## src/rtl/rcv_pkg.sv

```systemverilog
package rcv_pkg;

  typedef enum logic [3:0] {
    PH_IDLE      = 4'd0,
    PH_BOTH_HI   = 4'd1,
    PH_START_SDA = 4'd2,
    PH_START_SCL = 4'd3,
    PH_CLK_HI    = 4'd4,
    PH_CLK_LO    = 4'd5,
    PH_STOP_SDA  = 4'd6,
    PH_STOP_SCL  = 4'd7,
    PH_STOP_END  = 4'd8,
    PH_CTRL_RST  = 4'd9,
    PH_CHECK     = 4'd10
  } rcv_phase_e;

  typedef struct packed {
    logic scl;
    logic sda;
  } rcv_lines_t;

  // Line levels forced during each override phase
  function automatic rcv_lines_t rcv_phase_lines(rcv_phase_e ph);
    rcv_lines_t lv;
    unique case (ph)
      PH_BOTH_HI:   lv = '{scl: 1'b1, sda: 1'b1};
      PH_START_SDA: lv = '{scl: 1'b1, sda: 1'b0};
      PH_START_SCL: lv = '{scl: 1'b0, sda: 1'b0};
      PH_CLK_HI:    lv = '{scl: 1'b1, sda: 1'b1};
      PH_CLK_LO:    lv = '{scl: 1'b0, sda: 1'b1};
      PH_STOP_SDA:  lv = '{scl: 1'b0, sda: 1'b0};
      PH_STOP_SCL:  lv = '{scl: 1'b1, sda: 1'b0};
      PH_STOP_END:  lv = '{scl: 1'b1, sda: 1'b1};
      default:      lv = '{scl: 1'b1, sda: 1'b1};
    endcase
    return lv;
  endfunction

  function automatic logic rcv_phase_owned(rcv_phase_e ph);
    return (ph >= PH_BOTH_HI) && (ph <= PH_STOP_END);
  endfunction

endpackage

```

## src/rtl/rcv_step_timer.sv

```systemverilog
module rcv_step_timer #(
  parameter int STEP_CYCLES = 100000
) (
  input  logic clk,
  input  logic rst_n,
  input  logic run_i,
  output logic step_done_o
);
  localparam int CW = (STEP_CYCLES > 1) ? $clog2(STEP_CYCLES) : 1;
  localparam logic [CW-1:0] LAST = CW'(STEP_CYCLES - 1);

  logic [CW-1:0] cnt_q, cnt_d;
  logic          cnt_en;

  always_comb begin
    cnt_en      = 1'b0;
    cnt_d       = cnt_q;
    step_done_o = run_i && (cnt_q == LAST);
    if (!run_i) begin
      cnt_en = (cnt_q != '0);
      cnt_d  = '0;
    end else begin
      cnt_en = 1'b1;
      cnt_d  = step_done_o ? '0 : cnt_q + 1'b1;
    end
  end

  always_ff @(posedge clk or negedge rst_n) begin
    if (!rst_n)      cnt_q <= '0;
    else if (cnt_en) cnt_q <= cnt_d;
  end

  // counter never exceeds one step
  p_count_range_r5: assert property (@(posedge clk) disable iff (!rst_n)
    cnt_q <= LAST);

  // an idle timer restarts from zero
  p_idle_clear_r5: assert property (@(posedge clk) disable iff (!rst_n)
    !run_i |=> cnt_q == '0);

endmodule

```

## src/rtl/rcv_seq_fsm.sv

```systemverilog
module rcv_seq_fsm
  import rcv_pkg::*;
#(
  parameter int NUM_PULSES = 9
) (
  input  logic       clk,
  input  logic       rst_n,
  input  logic       start_i,
  input  logic       bus_avail_i,
  input  logic       step_done_i,
  output rcv_phase_e phase_o,
  output logic       own_o,
  output logic       ctrl_rst_o,
  output logic       done_o,
  output logic       pass_o
);
  localparam int PCW = $clog2(NUM_PULSES + 1);
  localparam logic [PCW-1:0] LAST_PULSE = PCW'(NUM_PULSES - 1);

  rcv_phase_e     phase_q, phase_d;
  logic [PCW-1:0] pcnt_q, pcnt_d;
  logic           done_q, done_d;
  logic           pass_q, pass_d;
  logic           pass_en;

  always_comb begin
    phase_d = phase_q;
    pcnt_d  = pcnt_q;
    done_d  = 1'b0;
    pass_d  = pass_q;
    unique case (phase_q)
      PH_IDLE: begin
        if (start_i) begin
          if (bus_avail_i) begin
            done_d = 1'b1;
            pass_d = 1'b1;
          end else begin
            phase_d = PH_BOTH_HI;
            pcnt_d  = '0;
          end
        end
      end
      PH_BOTH_HI:   if (step_done_i) phase_d = PH_START_SDA;
      PH_START_SDA: if (step_done_i) phase_d = PH_START_SCL;
      PH_START_SCL: if (step_done_i) phase_d = PH_CLK_HI;
      PH_CLK_HI:    if (step_done_i) phase_d = PH_CLK_LO;
      PH_CLK_LO: begin
        if (step_done_i) begin
          if (pcnt_q == LAST_PULSE) begin
            phase_d = PH_STOP_SDA;
            pcnt_d  = '0;
          end else begin
            phase_d = PH_CLK_HI;
            pcnt_d  = pcnt_q + 1'b1;
          end
        end
      end
      PH_STOP_SDA:  if (step_done_i) phase_d = PH_STOP_SCL;
      PH_STOP_SCL:  if (step_done_i) phase_d = PH_STOP_END;
      PH_STOP_END:  if (step_done_i) phase_d = PH_CTRL_RST;
      PH_CTRL_RST:  phase_d = PH_CHECK;
      PH_CHECK: begin
        phase_d = PH_IDLE;
        done_d  = 1'b1;
        pass_d  = bus_avail_i;
      end
      default:      phase_d = PH_IDLE;
    endcase
    pass_en = done_d;
  end

  always_ff @(posedge clk or negedge rst_n) begin
    if (!rst_n) begin
      phase_q <= PH_IDLE;
      pcnt_q  <= '0;
      done_q  <= 1'b0;
      pass_q  <= 1'b0;
    end else begin
      phase_q <= phase_d;
      pcnt_q  <= pcnt_d;
      done_q  <= done_d;
      if (pass_en) pass_q <= pass_d;
    end
  end

  assign phase_o    = phase_q;
  assign own_o      = rcv_phase_owned(phase_q);
  assign ctrl_rst_o = (phase_q == PH_CTRL_RST);
  assign done_o     = done_q;
  assign pass_o     = pass_q;

  // pulse index stays within the configured pulse count
  p_pulse_bound_r6: assert property (@(posedge clk) disable iff (!rst_n)
    pcnt_q <= LAST_PULSE);

  // a running sequence is not restarted by a new trigger
  p_no_restart_r10: assert property (@(posedge clk) disable iff (!rst_n)
    (phase_q == PH_START_SDA) && !step_done_i |=> phase_q == PH_START_SDA);

endmodule

```

## src/rtl/rcv_idle_check.sv

```systemverilog
module rcv_idle_check (
  input  logic busy_i,
  input  logic scl_i,
  input  logic sda_i,
  output logic avail_o
);
  assign avail_o = !busy_i && scl_i && sda_i;
endmodule

```

## src/rtl/rcv_pin_mux.sv

```systemverilog
module rcv_pin_mux
  import rcv_pkg::*;
(
  input  rcv_phase_e phase_i,
  input  logic       own_i,
  input  logic       ctrl_scl_i,
  input  logic       ctrl_sda_i,
  output logic       scl_o,
  output logic       sda_o
);
  rcv_lines_t forced;

  always_comb begin
    forced = rcv_phase_lines(phase_i);
    if (own_i) begin
      scl_o = forced.scl;
      sda_o = forced.sda;
    end else begin
      scl_o = ctrl_scl_i;
      sda_o = ctrl_sda_i;
    end
  end
endmodule

```

## src/rtl/rcv_bus_recovery.sv

```systemverilog
module rcv_bus_recovery
  import rcv_pkg::*;
#(
  parameter int STEP_CYCLES = 100000,
  parameter int NUM_PULSES  = 9
) (
  input  logic clk,
  input  logic rst_n,
  input  logic start_i,
  input  logic busy_i,
  input  logic scl_i,
  input  logic sda_i,
  input  logic ctrl_scl_i,
  input  logic ctrl_sda_i,
  output logic scl_o,
  output logic sda_o,
  output logic pins_owned_o,
  output logic ctrl_rst_o,
  output logic bus_idle_o,
  output logic done_o,
  output logic pass_o
);
  rcv_phase_e phase;
  logic       own;
  logic       step_done;
  logic       avail;

  rcv_idle_check u_idle (
    .busy_i  (busy_i),
    .scl_i   (scl_i),
    .sda_i   (sda_i),
    .avail_o (avail)
  );

  rcv_step_timer #(.STEP_CYCLES(STEP_CYCLES)) u_timer (
    .clk         (clk),
    .rst_n       (rst_n),
    .run_i       (own),
    .step_done_o (step_done)
  );

  rcv_seq_fsm #(.NUM_PULSES(NUM_PULSES)) u_fsm (
    .clk         (clk),
    .rst_n       (rst_n),
    .start_i     (start_i),
    .bus_avail_i (avail),
    .step_done_i (step_done),
    .phase_o     (phase),
    .own_o       (own),
    .ctrl_rst_o  (ctrl_rst_o),
    .done_o      (done_o),
    .pass_o      (pass_o)
  );

  rcv_pin_mux u_mux (
    .phase_i    (phase),
    .own_i      (own),
    .ctrl_scl_i (ctrl_scl_i),
    .ctrl_sda_i (ctrl_sda_i),
    .scl_o      (scl_o),
    .sda_o      (sda_o)
  );

  assign pins_owned_o = own;
  assign bus_idle_o   = avail;

  // controller reset lasts a single cycle
  p_rst_single_r8: assert property (@(posedge clk) disable iff (!rst_n)
    ctrl_rst_o |=> !ctrl_rst_o);

  // controller reset comes right after pins are handed back
  p_rst_after_release_r8: assert property (@(posedge clk) disable iff (!rst_n)
    ctrl_rst_o |-> !pins_owned_o && $past(pins_owned_o));

  // done is a single-cycle strobe
  p_done_single_r9: assert property (@(posedge clk) disable iff (!rst_n)
    done_o |=> !done_o);

  // result flag only moves together with done
  p_pass_holds_r9: assert property (@(posedge clk) disable iff (!rst_n)
    !$stable(pass_o) |-> done_o);

  // no result while the pins are still overridden
  p_done_released_r9: assert property (@(posedge clk) disable iff (!rst_n)
    done_o |-> !pins_owned_o);

endmodule

```

## config.mk

```make
export PLATFORM = sky130hd
export DESIGN_NAME = rcv_bus_recovery
export DESIGN_NICKNAME = d
export VERILOG_FILES = /design/src/rtl/rcv_pkg.sv /design/src/rtl/rcv_step_timer.sv /design/src/rtl/rcv_seq_fsm.sv /design/src/rtl/rcv_idle_check.sv /design/src/rtl/rcv_pin_mux.sv /design/src/rtl/rcv_bus_recovery.sv
export SDC_FILE = /design/constraint.sdc
export NUM_CORES = 1
export LEC_CHECK = 0
export ABC_AREA = 0
export ABC_CLOCK_PERIOD_IN_PS = 2100
export CAP_MARGIN = 0
export CORE_ASPECT_RATIO = 0.7
export CORE_MARGIN = 5
export CORE_UTILIZATION = 48
export DETAILED_ROUTE_END_ITERATION = 12
export PLACE_DENSITY_LB_ADDON = 0.1
export SLEW_MARGIN = 20
export SYNTH_ARGS = -nofsm -noshare
export SYNTH_HDL_FRONTEND = slang
export SYNTH_SLANG_ARGS = --single-unit
```

## constraint.sdc

```tcl
create_clock -name clk -period 2.1 [get_ports clk]
set_input_delay 0.42 -clock clk [delete_from_list [all_inputs] [get_ports clk]]
set_output_delay 0.42 -clock clk [all_outputs]
set_load 0.01 [all_outputs]
```

==> run_results.csv <==
group,metric,value,unit
global_routing,grt_pass1_wl,6.96,mm
sta,finalSetupViolCount,1,
worst_setup_path,worstPathArrival,1.69,ns
clocking,cts-buffers-inserted,3,
drt,wirelength,3.97,mm
synth,muxShareOfSynthArea,1.36,%
die,floorplan.initialDensity,51.1,%
pwr,ir_drop,280,µV
synth,synth-seq-area-share,40.9,%
sta,fmax,475,MHz
die,die_area,0.00474,mm²
placed_design,gp_congestion,0.857,
pwr,p_per_area,393,mW/mm²
drt,vias,1482,
synth,synthSimpleGateAreaFrac,27.5,%
die,rows,17,
sta,rsz0062_at_grt,"true",
synth,synthCells,186,
synth,synth_fp_nets,204,
clocking,cts_tree,"yes",
worst_setup_path,required,1.68,ns
placed_design,port-buffer-count,14,
finish,drive_gt1_share,24.0,%
clocking,clk_path_buf_depth,2,
synth,ys_types,44,
synth,synth.avg_cell_area,8.89,µm²
pwr,p_leak,0.980,nW
sta,hold_viol_final,0,
synth,yosysWarningCount,0,
global_routing,grt-ovfl-total,0,
die,io_pins,15,
synth,synthAdderAreaFrac,7.57,%
finish,design_area,0.00217,mm²
synth,netlist_area,0.00165,mm²
clocking,h-tree-depth,1,
sta,slew_headroom,59.3,%
finish,multi_input_area,990,µm²
drt,drt_iter0_markers,100,
drt,drc,0,
sta,worst_hold_slack,0.509,ns
clocking,cts_root_buf,"clkbuf_8",
clocking,clkTransAtPathRegs,0.09,ns
synth,synth_top_family_by_area,"simple AND/OR/NAND/NOR gates",
finish,diodes,0,
worst_setup_path,r2r_cells,9,
clocking,clock_latency,0.27,ns
placed_design,hpwl,2.96,mm
outcome,status,"finished, violations left",
worst_setup_path,worst_setup_path_end_kind,"primary output",
finish,fill_cells,263,
outcome,violations,"setup timing",
flow_run,maxCapViolCount,0,
global_routing,grt_pass1_vias,1478,
sta,layout_setup_ws,-0.00693,ns
die,die_h,59.1,µm
sta,drv_slew,0,
finish,fin_nets,248,
synth,synth-compound-area-share,10.7,%
worst_setup_path,crit_type,"register to primary output",
synth,ys_seq_elements,27,
placed_design,place_area,0.00201,mm²
worst_setup_path,critPathLaunchType,"register",
sta,timing.final.crit_share,100,%
drt,postRouteAntennaNets,0,
drt,viasPerCell,5.37,
min_path,worstHoldPathType,"input pin to async pin",
sta,max_slew.worst_pin.slew,0.605,ns
sta,period_needed,2.11,ns
sta,skew,0.00332,ns
sta,setup_tns,-0.00693,ns
global_routing,track_usage,18.6,%
drt,dr.pass1.iters,4,
global_routing,antenna_found_initial,0,
finish,seq_area,677,µm²
die,fp.coreArea,0.00323,mm²
worst_setup_path,crit_path_max_fanout,5,
synth,synth_xor_area_share,7.95,%
drt,detail_route.wl_per_cell,14.4,µm
global_routing,grt_max_degree,28,
clocking,clkSinkCount,27,
die,die_w,80.1,µm
finish,syn2layout_area_growth,31.5,%
==> cell type report <==
type,instances,share of cell area [%]
Clock buffer,4,2.07
Multi-Input combinational cell,142,45.5
Timing Repair Buffer,43,16.2
Inverter,13,2.36
Sequential cell,27,31.1
Tap cell,47,2.71
==> cells by family (layout without fill, tap and decap cells) <==
kind of cell               Yosys count  count (layout)
DFF                                 27              27
AOI/OAI and AO/OA                   26              26
muxes                                2               2
xor gates and xnor gates            15              15
and+or+nand+nor                     89              89
buffers and inverters               17              60
adders and majority gates           10              10
==> cells in the mapped netlist, drive strengths merged <==
cell type	count	area [µm²]
a311oi	1	8.76
nor3	6	30.0
and4	1	8.76
a22o	3	26.3
and2	2	12.5
a21o	1	7.51
nand3b	1	7.51
buf	2	10.0
or4	2	18.8
o21ai	5	25.0
a31oi	4	25.0
nand2	21	78.8
o31ai	1	7.51
o22ai	1	6.26
nor4	4	40.0
nand4	6	37.5
ha	10	125
a41oi	1	8.76
nand4b	2	17.5
nand3	11	60.1
nand2b	2	12.5
and3	1	6.26
nor3b	1	7.51
clkbuf	2	7.51
o22a	1	8.76
nor2	26	97.6
mux2	2	22.5
or3	1	6.26
xor2	9	78.8
a32oi	1	8.76
a21oi	5	28.8
o211ai	1	7.51
o41ai	1	8.76
xnor2	6	52.6
dfrtp	27	676
inv	13	48.8
nor2b	2	12.5
==> worst max-delay path, cell delays in order (launching register included) <==
cell and delay, ns:
dfrtp_2 0.45, inv_4 0.06, ha_1 0.20, a32oi_2 0.20, buf_4 0.17, buf_4 0.12, a31oi_4 0.08, buf_6 0.14
==> layer usage <==
metal	wire (µm)	GRT usage, %	up-vias
li1	-	-	743
met1	1990	27.0	698
met2	1760	28.8	37
met3	195	4.26	4
met4	31	2.89	0
met5	0	0	-
==> layout by cell type, fill, tap and decap left out, types with 2 or more instances in the layout <==
| cell type | instances |
|---|---|
| nor2_2 | 3 |
| nor4_1 | 2 |
| buf_4 | 28 |
| nand4_1 | 6 |
| ha_1 | 8 |
| nand4b_1 | 2 |
| a21oi_1 | 4 |
| inv_2 | 2 |
| nor2b_1 | 2 |
| xor2_1 | 9 |
| inv_1 | 10 |
| clkdlybuf4s50_1 | 10 |
| clkbuf_8 | 3 |
| and2_1 | 2 |
| nand3_1 | 10 |
| a31oi_1 | 2 |
| nor3_1 | 6 |
| xnor2_1 | 6 |
| nor2_1 | 23 |
| a22o_1 | 3 |
| dfrtp_1 | 26 |
| buf_6 | 2 |
| buf_2 | 2 |
| ha_4 | 2 |
| o21ai_1 | 4 |
| nand2_1 | 21 |
==> through the flow <==
step / setup WS [ns] / total power, mW / std cells / utilization, %
after floorplan: 0.0180 / 0.534 / 186 / -
after global placement: -0.0786 / 0.562 / 267 / 62.3
after detailed placement: -0.254 / 0.562 / 267 / 62.3
after CTS: -0.0621 / 0.859 / 274 / 64.8
after global routing: -0.104 / 0.898 / 276 / 67.2
final: -0.00693 / 0.854 / 276 / 67.2
==> worst paths after layout <==
path	endpoint	slack (ns)	start
setup / recovery	scl_o	-0.007	u_fsm.phase_o[0]$_DFFE_PN0P_
hold / removal	u_timer.cnt_q[1]$_DFFE_PN0P_	0.51	rst_n
setup reg to reg	u_fsm.phase_o[1]$_DFFE_PN0P_	0.08	u_fsm.phase_o[0]$_DFFE_PN0P_
hold reg to reg	u_fsm.pcnt_q[2]$_DFFE_PN0P_	0.53	u_fsm.pcnt_q[2]$_DFFE_PN0P_
max in group asynchronous	u_fsm.phase_o[0]$_DFFE_PN0P_	1.32	rst_n
min in group clk	u_fsm.pcnt_q[2]$_DFFE_PN0P_	0.53	u_fsm.pcnt_q[2]$_DFFE_PN0P_
==> what timing repair did <==
item | CTS | global route
resized for setup | 18 | 15
pin swaps | 1 | 2
setup endpoints to repair | 4 | 6
buffers inserted | 3 | 2
hold buffers | 0 | 0
==> power by group <==
group	switching (mW)	internal, mW	total [mW]	leakage [nW]
Sequential	0	0.519	0.519	0.346
Clock	0.166	0.136	0.302	0.0228
Combinational	0.0163	0.0161	0.0324	0.612
Total	0.182	0.672	0.854	0.980
==> flip-flops by register name (all words and copies together), names as in the netlist <==
name / flops
u_timer.cnt_q: 17
u_fsm.pcnt_q: 4
u_fsm.phase_o: 4
u_fsm.done_o: 1
u_fsm.pass_o: 1
No activity file was read; power rests on OpenSTA's default activity.
